`config.mk`:
```
export PLATFORM = sky130hd
export DESIGN_NAME = mag_cmp_tree
export DESIGN_NICKNAME = d
export VERILOG_FILES = /design/src/rtl/mtc_pkg.sv /design/src/rtl/mtc_leaf.sv /design/src/rtl/mtc_node.sv /design/src/rtl/mtc_tree.sv /design/src/rtl/mtc_out.sv /design/src/rtl/mag_cmp_tree.sv
export SDC_FILE = /design/constraint.sdc
export NUM_CORES = 1
export LEC_CHECK = 0
export BUFFER_PORTS_ARGS = -buffer_cell sky130_fd_sc_hd__clkbuf_2
export CAP_MARGIN = 25
export CORE_ASPECT_RATIO = 1.5
export CORE_MARGIN = 3
export CORE_UTILIZATION = 45
export DETAILED_ROUTE_END_ITERATION = 8
export PLACE_DENSITY = 0.91
export SLEW_MARGIN = 20
export SYNTH_ARGS = -nofsm -noshare
export SYNTH_HDL_FRONTEND = slang
export SYNTH_SLANG_ARGS = --single-unit
export TNS_END_PERCENT = 50
```
`constraint.sdc`:
```
create_clock -name vclk -period 6
set_clock_uncertainty 0.1 [all_clocks]
set_input_delay 0.3 -clock vclk [all_inputs]
set_output_delay 0.3 -clock vclk [all_outputs]
set_load 0.02 [all_outputs]
```
`src/rtl/mtc_pkg.sv`:
```
package mtc_pkg;

  // Integer power, used to size each level of the tree.
  function automatic int pow_i(input int base, input int ex);
    int r;
    r = 1;
    for (int k = 0; k < ex; k++) r = r * base;
    return r;
  endfunction

  // Number of mux levels needed so that radix**levels covers the width.
  function automatic int levels_for(input int width, input int radix);
    int span;
    int lv;
    span = 1;
    lv   = 0;
    while (span < width) begin
      span = span * radix;
      lv   = lv + 1;
    end
    if (lv == 0) lv = 1;
    return lv;
  endfunction

  // Priority pick over up to four children: highest index with its
  // difference flag set wins; with no flag set the lowest child passes.
  function automatic logic pick_hi(input logic [3:0] dat, input logic [3:0] dif);
    logic r;
    if (dif[3])      r = dat[3];
    else if (dif[2]) r = dat[2];
    else if (dif[1]) r = dat[1];
    else             r = dat[0];
    return r;
  endfunction

endpackage

```
`src/rtl/mtc_leaf.sv`:
```
module mtc_leaf #(
  parameter int WIDTH = 64,
  parameter int PW    = 64
) (
  input  logic [WIDTH-1:0] a,
  input  logic [WIDTH-1:0] b,
  output logic [PW-1:0]    p,
  output logic [PW-1:0]    v
);
  logic [PW-1:0] a_x;
  logic [PW-1:0] b_x;

  // Zero-extend at the top; padded positions never differ.
  if (PW > WIDTH) begin : g_pad
    assign a_x = {{(PW-WIDTH){1'b0}}, a};
    assign b_x = {{(PW-WIDTH){1'b0}}, b};
  end else begin : g_nopad
    assign a_x = a;
    assign b_x = b;
  end

  assign p = b_x;
  assign v = a_x ^ b_x;
endmodule

```
`src/rtl/mtc_node.sv`:
```
module mtc_node import mtc_pkg::*; #(
  parameter int RADIX = 2
) (
  input  logic [RADIX-1:0] kd,
  input  logic [RADIX-1:0] kv,
  output logic             pd,
  output logic             pv
);
  logic [3:0] d4;
  logic [3:0] v4;

  if (RADIX == 4) begin : g_r4
    assign d4 = kd;
    assign v4 = kv;
  end else begin : g_r2
    assign d4 = {2'b00, kd};
    assign v4 = {2'b00, kv};
  end

  assign pd = pick_hi(d4, v4);
  assign pv = |kv;

  always_comb begin
    // a differing top child always decides the node.
    if (kv[RADIX-1]) begin
      p_top_child_wins_r3: assert (pd == kd[RADIX-1]);
    end
    // with no difference below, the lowest child passes through.
    if (!pv) begin
      p_fallthrough_low_r7: assert (pd == kd[0]);
    end
  end
endmodule

```
`src/rtl/mtc_tree.sv`:
```
module mtc_tree import mtc_pkg::*; #(
  parameter int RADIX  = 2,
  parameter int LEVELS = 6,
  parameter int PW     = 64
) (
  input  logic [PW-1:0] leaf_d,
  input  logic [PW-1:0] leaf_v,
  output logic          root_d,
  output logic          root_v
);
  for (genvar l = 0; l <= LEVELS; l++) begin : g_lvl
    localparam int CNT = PW / pow_i(RADIX, l);
    logic [CNT-1:0] d;
    logic [CNT-1:0] v;
    if (l == 0) begin : g_base
      assign d = leaf_d;
      assign v = leaf_v;
    end else begin : g_mux
      for (genvar i = 0; i < CNT; i++) begin : g_node
        mtc_node #(.RADIX(RADIX)) u_node (
          .kd (g_lvl[l-1].d[i*RADIX +: RADIX]),
          .kv (g_lvl[l-1].v[i*RADIX +: RADIX]),
          .pd (d[i]),
          .pv (v[i])
        );
      end
    end
  end

  assign root_d = g_lvl[LEVELS].d[0];
  assign root_v = g_lvl[LEVELS].v[0];
endmodule

```
`src/rtl/mtc_out.sv`:
```
module mtc_out #(
  parameter bit REG_OUT = 1'b0
) (
  input  logic clk,
  input  logic rst_n,
  input  logic gt_c,
  input  logic eq_c,
  output logic swap,
  output logic equal
);
  if (REG_OUT) begin : g_reg
    always_ff @(posedge clk or negedge rst_n) begin
      if (!rst_n) begin
        swap  <= 1'b0;
        equal <= 1'b0;
      end else begin
        swap  <= gt_c;
        equal <= eq_c;
      end
    end

    p_reg_gt_lat_r8: assert property (@(posedge clk) disable iff (!rst_n)
      gt_c |=> swap);
    p_reg_le_lat_r8: assert property (@(posedge clk) disable iff (!rst_n)
      !gt_c |=> !swap);
  end else begin : g_comb
    assign swap  = gt_c;
    assign equal = eq_c;
  end

  p_out_exclusive_r5: assert property (@(posedge clk) disable iff (!rst_n)
    !(swap && equal));
endmodule

```
`src/rtl/mag_cmp_tree.sv`:
```
module mag_cmp_tree import mtc_pkg::*; #(
  parameter int WIDTH   = 64,
  parameter int RADIX   = 2,
  parameter bit REG_OUT = 1'b0
) (
  input  logic             clk,
  input  logic             rst_n,
  input  logic [WIDTH-1:0] op_a,
  input  logic [WIDTH-1:0] op_b,
  output logic             swap,
  output logic             equal
);
  localparam int LEVELS = levels_for(WIDTH, RADIX);
  localparam int PW     = pow_i(RADIX, LEVELS);

  logic [PW-1:0] leaf_d;
  logic [PW-1:0] leaf_v;
  logic          root_d;
  logic          root_v;
  logic          cmp_gt;
  logic          cmp_eq;

  mtc_leaf #(.WIDTH(WIDTH), .PW(PW)) u_leaf (
    .a (op_a),
    .b (op_b),
    .p (leaf_d),
    .v (leaf_v)
  );

  mtc_tree #(.RADIX(RADIX), .LEVELS(LEVELS), .PW(PW)) u_tree (
    .leaf_d (leaf_d),
    .leaf_v (leaf_v),
    .root_d (root_d),
    .root_v (root_v)
  );

  // Final gate: the chosen B bit only counts if some position differs.
  assign cmp_gt = root_d & root_v;
  assign cmp_eq = ~root_v;

  mtc_out #(.REG_OUT(REG_OUT)) u_out (
    .clk   (clk),
    .rst_n (rst_n),
    .gt_c  (cmp_gt),
    .eq_c  (cmp_eq),
    .swap  (swap),
    .equal (equal)
  );

  p_same_no_swap_r4: assert property (@(posedge clk) disable iff (!rst_n)
    (op_a == op_b) |-> (!cmp_gt && cmp_eq));
  p_cmp_exclusive_r5: assert property (@(posedge clk) disable iff (!rst_n)
    !(cmp_gt && cmp_eq));
  p_msb_decides_r9: assert property (@(posedge clk) disable iff (!rst_n)
    (op_a[WIDTH-1] != op_b[WIDTH-1]) |-> (cmp_gt == op_b[WIDTH-1]));
  p_lsb_only_r6: assert property (@(posedge clk) disable iff (!rst_n)
    ((op_a ^ op_b) == WIDTH'(1)) |-> (cmp_gt == op_b[0]));
  p_diff_not_equal_r2: assert property (@(posedge clk) disable iff (!rst_n)
    (op_a != op_b) |-> !cmp_eq);
endmodule

```
==> results of run 1 <==
layout make-up:
type               instances  area [um^2]
fillers                  275          986
inverters                 45          169
multi-input cells        177         1430
well taps                 40         50.0
repair buffers           130          651
power by group through the flow:
stage               Sequential (mW)  Clock (mW)  Combinational (mW)
floorplan                         0           0              0.0727
global placement                  0           0               0.137
detailed placement                0           0               0.144
CTS                               0           0               0.144
global route                      0           0               0.158
finish                            0           0               0.142
placed cells by master, fill, tap and decap left out, types with 2 or more instances in the layout:
cell type	Yosys	routed
a21oi_1	4	4
nand4_1	4	4
nand2_1	6	6
or4_1	2	2
o211ai_1	2	2
nand2b_1	9	9
nor3_1	2	2
nor2_1	8	8
xor2_1	40	40
nor4_1	8	8
clkbuf_2	0	130
inv_1	45	45
maj3_1	40	40
xnor2_1	21	21
nand3_1	2	2
nor2b_1	8	8
o21ai_0	2	2
metrics by stage:
| stage | hold slack, ps | cell area (um^2) |
|---|---|---|
| 2_1_floorplan | 816 | 1600 |
| 3_3_place_gp | 1040 | 2300 |
| 3_5_place_dp | 1040 | 2300 |
| 4_1_cts | 1050 | 2300 |
| 5_1_grt | 1080 | 2300 |
| 6_report | 1040 | 2300 |
tightest hold or removal path, stage by stage:
cell and delay [ps]:
clkbuf_2 90, xor2_1 120, nor4_1 80, nand2_1 60, nor3_1 50, clkbuf_2 150
worst paths after layout:
kind	startpoint	to	cells after the start
max	op_b[44]	swap	9
min	op_a[6]	equal	6
layer usage:
metal	up-vias	wire [um]	global-route usage
met3	10	445	0.0432
met1	890	1380	0.153
met2	94	2750	0.469
met4	0	93	0.0499
li1	1001	-	-
met5	-	0	0
cell families after synthesis:
| family | count (synthesis) | share of synthesized area |
|---|---|---|
| and+or+nand+nor | 57 | 0.217 |
| xor gates and xnor gates | 62 | 0.345 |
| buffers and inverters | 45 | 0.106 |
| muxes | 1 | 0.00626 |
| AOI/OAI and AO/OA | 17 | 0.0760 |
| adders and majority gates | 40 | 0.251 |
==> metrics.md, run 1 <==
| Metric | Value |
|---|---|
| Largest net degree at the start of global routing | 5 |
| Cell Chain, Critical Path | clkbuf_2, xnor2_1, nand4_1, or4_1, or4_4, a221o_1, nor4b_2, or3_1, clkbuf_2 |
| CP Class | input pin to primary output |
| Post-CTS Hold Buffers | 0 |
| Setup TNS | 0 ps |
| Global-route wire length before repair | 7210 um |
| Vias per cell | slightly above 5 |
| Port bufs | 130 |
| # Post-CTS Setup Buffers | 0 |
| Register area | 0 um^2 |
| GRT Total Usage | 0.211 |
| Placer Congestion | just under 0.8 |
| Placed Instances | about 390 |
| RSZ-0062 raised after global routing | no |
| Max VDD drop | approximately 0.046 mV |
| Slew Viols, Final | 0 |
| Combinational Power Share | 1.000 |
| Nets | between 400 and 500 |
| Crit path capture type | primary output |
| Iter 0 DRT Violations | 19 |
| Final setup viols | 0 |
| Antenna Cells | 0 |
| Die height | 79.0 um |
| Die ar. | 4320 um^2 |
| Max Cap Viol | 0 |
| Max Fclk | 326 MHz |
| PwrDens | roughly 62 nW/um^2 |
| P_sw | 0.0643 mW |
| Post-Route Utilization | 0.700 |
| Top-count cell post-synth | inv_1 |
| Crit path top cell by count | clkbuf_2 |
| Clock buffers | 0 |
| Switch share | 0.451 |
| Drt wl/cell | approximately 12 um |
| Slowest cell on crit path | or4_1 |
| Core ar. | between 3000 and 4000 um^2 |
| Initial antenna violation count | 0 |
| P&R area growth vs syn | 43.9% |
| Cell Rows | 25 |
| Status | complete, no violations |
| Mapped Avg Cell Area | approximately 7 um^2 |
| Initial Util | 0.486 |
| Total wire length | between 4000 and 5000 um |
| Final WS setup | between 2000 and 3000 ps |
| Hold Path Class | input pin to primary output |
| Grt total ovfl | 0 |
| Relative slew margins | 0.754 |
| Minimum clock period | between 3000 and 4000 ps |
| Share of power burned in registers | 0 |
| Vias in the first global route | roughly 2.1k |
| Int Pwr | 0.0782 mW |
| Slowest stage delay, CP | around 580 ps |
| Synth cell types | 35 |
| Sequential cell count | 0 |
| Seq/Total Area, Yosys | 0 |
| Layout cells sized above 1 | 0.384 |
| Drt first pass iters | 3 |
| Kind of cell adding the most delay to the critical path | simple AND/OR/NAND/NOR gates |
| Pre-CTS WS | between 2000 and 3000 ps |
| CP bufs+invs | 2 |
| YS warnings | 0 |
| WP data required | between 5000 and 6000 ps |
| Area fraction of the dominant cell type after synthesis | 0.251 |
| Chip width | 54.7 um |
| Post-cts resize count | 0 |
| Clk network pwr share | 0 |
| CP startpoint kind | input pin |
| WP data arrival | between 2000 and 3000 ps |
| Drt drc | 0 |
| Instance count of the mapped netlist | roughly 220 |
| Synth area leader | maj3_1 |
| Final hold vios | 0 |
| Detailed-placement wirelength estimate | 4590 um |
| Worst-Margin Slew | 365 ps |
| Ports | approximately 130 |
| Overall power | 0.142 mW |
| LEAKAGE | ~1.2 nW |
| Mapped cell area | between 1500 and 2000 um^2 |
| Top cells by count, synth | inv_1 (45), maj3_1 (40), xor2_1 (40) |
| Top area cells in the synthesized netlist | maj3_1 (25%), xor2_1 (22%), xnor2_1 (12%), inv_1 (11%), nand2b_1 (3.5%) |
| Fin crit share | 0.512 |
| Detailed-route via count | 1995 |
| Max FO, Critical Path | 3 |
| ANT nets after route | 0 |
| Syn nets | about 350 |
| Finished Layout Cells | roughly 400 |
(Power assumes the default switching activity.)
==> run 2: changes to the inputs <==
ABC_AREA = 1   (was unset)
CORE_UTILIZATION = 44   (was 45)
PLACE_DENSITY = 0.85   (was 0.91)
clock period = 2.9 ns   (was 6 ns; I/O delays follow)
==> run 2 against run 1 <==
Die area grew 20%. Global-route usage shrank 2.5 points. Critical path depth grew 3. Count of clock-buffer cells in the layout is the same. Synthesized cell count grew 95%. Largest power group unchanged.
==> metrics.md, run 2 <==
| Metric | Value |
|---|---|
| Status | complete, no violations |
| Post-cts resize count | 0 |
| Top-count cell post-synth | nand2_1 |
| RSZ-0062 raised after global routing | no |
| LEAKAGE | about 1.9 nW |
| Setup TNS | 0 ps |
| CP startpoint kind | input pin |
| Top cells by count, synth | nand2_1 (196), inv_1 (103), nor2_1 (38) |
| Crit path capture type | primary output |
| Max Cap Viol | 0 |
| Clock buffers | 0 |
| Iter 0 DRT Violations | between 80 and 90 |
| Detailed-route via count | roughly 2.8k |
| Top area cells in the synthesized netlist | nand2_1 (39%), inv_1 (20%), xnor2_1 (7.8%), nor2_1 (7.5%), nand3_1 (6.6%) |
| Seq/Total Area, Yosys | 0 |
| GRT Total Usage | 0.186 |
| Relative slew margins | 0.766 |
| Finished Layout Cells | 609 |
| Area share of xor/xnor cells in the synthesized design | 0.101 |
| Largest net degree at the start of global routing | 5 |
| ANT nets after route | 0 |
| Register area | 0 um^2 |
| Top Metal Used | met4 |
| Mux cell area share after synthesis | 0 |
| Mapped cell area | 1910 um^2 |
| Vias per cell | 4.53 |
| Sequential cell count | 0 |
| Mapped Avg Cell Area | approximately 4.4 um^2 |
| PwrDens | about 130 nW/um^2 |
| Instance count of the mapped netlist | 434 |
| Final setup viols | 0 |
| Total wire length | just under 5000 um |
| Placer Congestion | roughly 0.77 |
| Slew Viols, Final | 0 |
| Final hold vios | 0 |
| Max Fclk | roughly 600 MHz |
| WP data required | ~2700 ps |
| Port bufs | 130 |
| CP Class | input pin to primary output |
| Worst-Margin Slew | ~350 ps |
| Grt total ovfl | 0 |
| Detailed-placement wirelength estimate | about 4700 um |
| Pre-CTS WS | approximately 1200 ps |
| Worst setup startpoint | op_a[47] |
| Compound-Gate Fraction of Synth Area | 0.0696 |
| Synth cell types | 21 |
| Max VDD drop | between 0.08 and 0.09 mV |
| Final WS setup | around 1200 ps |
| Syn nets | around 560 |
| Overall power | around 0.34 mW |
| Post-Synth Simple-Gate Area | 0.622 |
| Layout cells sized above 1 | 0.275 |
| Wl on met1 | between 1500 and 2000 um |
| Most common cell after layout, fill and taps aside | nand2_1 |
| Chip width | ~60 um |
| Antenna Cells | 0 |
| Vias in the first global route | ~2.4k |
| Hold Path Class | input pin to primary output |
| Drt first pass iters | 4 |
| Global-route wire length before repair | just over 8000 um |
| Synth area leader | nand2_1 |
| Hold_sp | op_a[16] |
| Initial Util | 0.469 |
| Max FO, Critical Path | 3 |
| YS warnings | 0 |
| Minimum clock period | between 1500 and 2000 ps |
| P&R area growth vs syn | 37.1% |
| # Post-CTS Setup Buffers | 0 |
| Main combinational cell family by area after synthesis | simple AND/OR/NAND/NOR gates |
| Core ar. | a little over 4000 um^2 |
| Initial antenna violation count | 0 |
| Post-CTS Hold Buffers | 0 |
| Die ar. | between 5000 and 6000 um^2 |
| Met2 routed WL | ~2800 um |
| Adder-Cell Fraction of Synth Area | 0 |
| Met3 WL | between 300 and 400 um |
| Fin crit share | 0.570 |
| Cell Rows | 28 |
| Area fraction of the dominant cell type after synthesis | 0.386 |
| Drt wl/cell | between 8 and 9 um |
| Placed Instances | between 600 and 700 |
| Most frequent cells in the layout | nand2_1 (196), clkbuf_2 (130), inv_1 (103) |
| Nets | between 600 and 700 |
| WP data arrival | approximately 1400 ps |
| Ports | between 100 and 150 |
| Die height | 86.6 um |
| Drt drc | 0 |
## run 2: cell types whose count changed after synthesis, moves of 7 or more
cell      before  now
nand3_1        2   25
nand2b_1       9    0
maj3_1        40    0
nor4_1         8    1
xor2_1        40    5
nand2_1        6  196
nor2_1         8   38
nor2b_1        8    0
o21ai_0        2   13
inv_1         45  103
## run 2: where the power goes
group | total (mW) | switching [mW] | internal (mW)
clock | 0 | 0 | 0
sequential | 0 | 0 | 0
combinational | 0.341 | 0.183 | 0.158
## run 2: cells by family after synthesis
group,count (synthesis)
AOI/OAI and AO/OA,25
xor gates and xnor gates,22
buffers and inverters,105
and+or+nand+nor,282
## run 2: cell type report
class,count,area [um^2]
multi-input cells,329,1510
fillers,421,1450
repair buffers,130,651
inverters,105,394
well taps,45,56.3
## run 2: through the flow
step | instance area [um^2] | hold WS (ps) | util
after global placement | 2610 | 756 | 0.643
after CTS | 2610 | 766 | 0.643
after floorplan | 1910 | 482 | -
final | 2610 | 753 | 0.643
after detailed placement | 2610 | 764 | 0.643
after global routing | 2610 | 812 | 0.643
## run 2: worst max-delay path: stages
cell and delay, ps:
clkbuf_2 100, inv_1 40, nand2_1 60, o21ai_2 60
nor2_2 100, nand2_1 100, nor2_1 140, nand2_1 120
nor2_4 130, nand3_1 90, a21oi_2 130, clkbuf_2 180
## run 2: worst paths after layout
path / endpoint / cells after the start
hold / removal: equal / 7
setup / recovery: swap / 12
## run 2: layer usage
layer | GRT usage | up-vias
li1 | - | 1529
met1 | 0.178 | 1138
met2 | 0.406 | 81
met3 | 0.00894 | 8
met4 | 0.0282 | 0
met5 | 0 | -
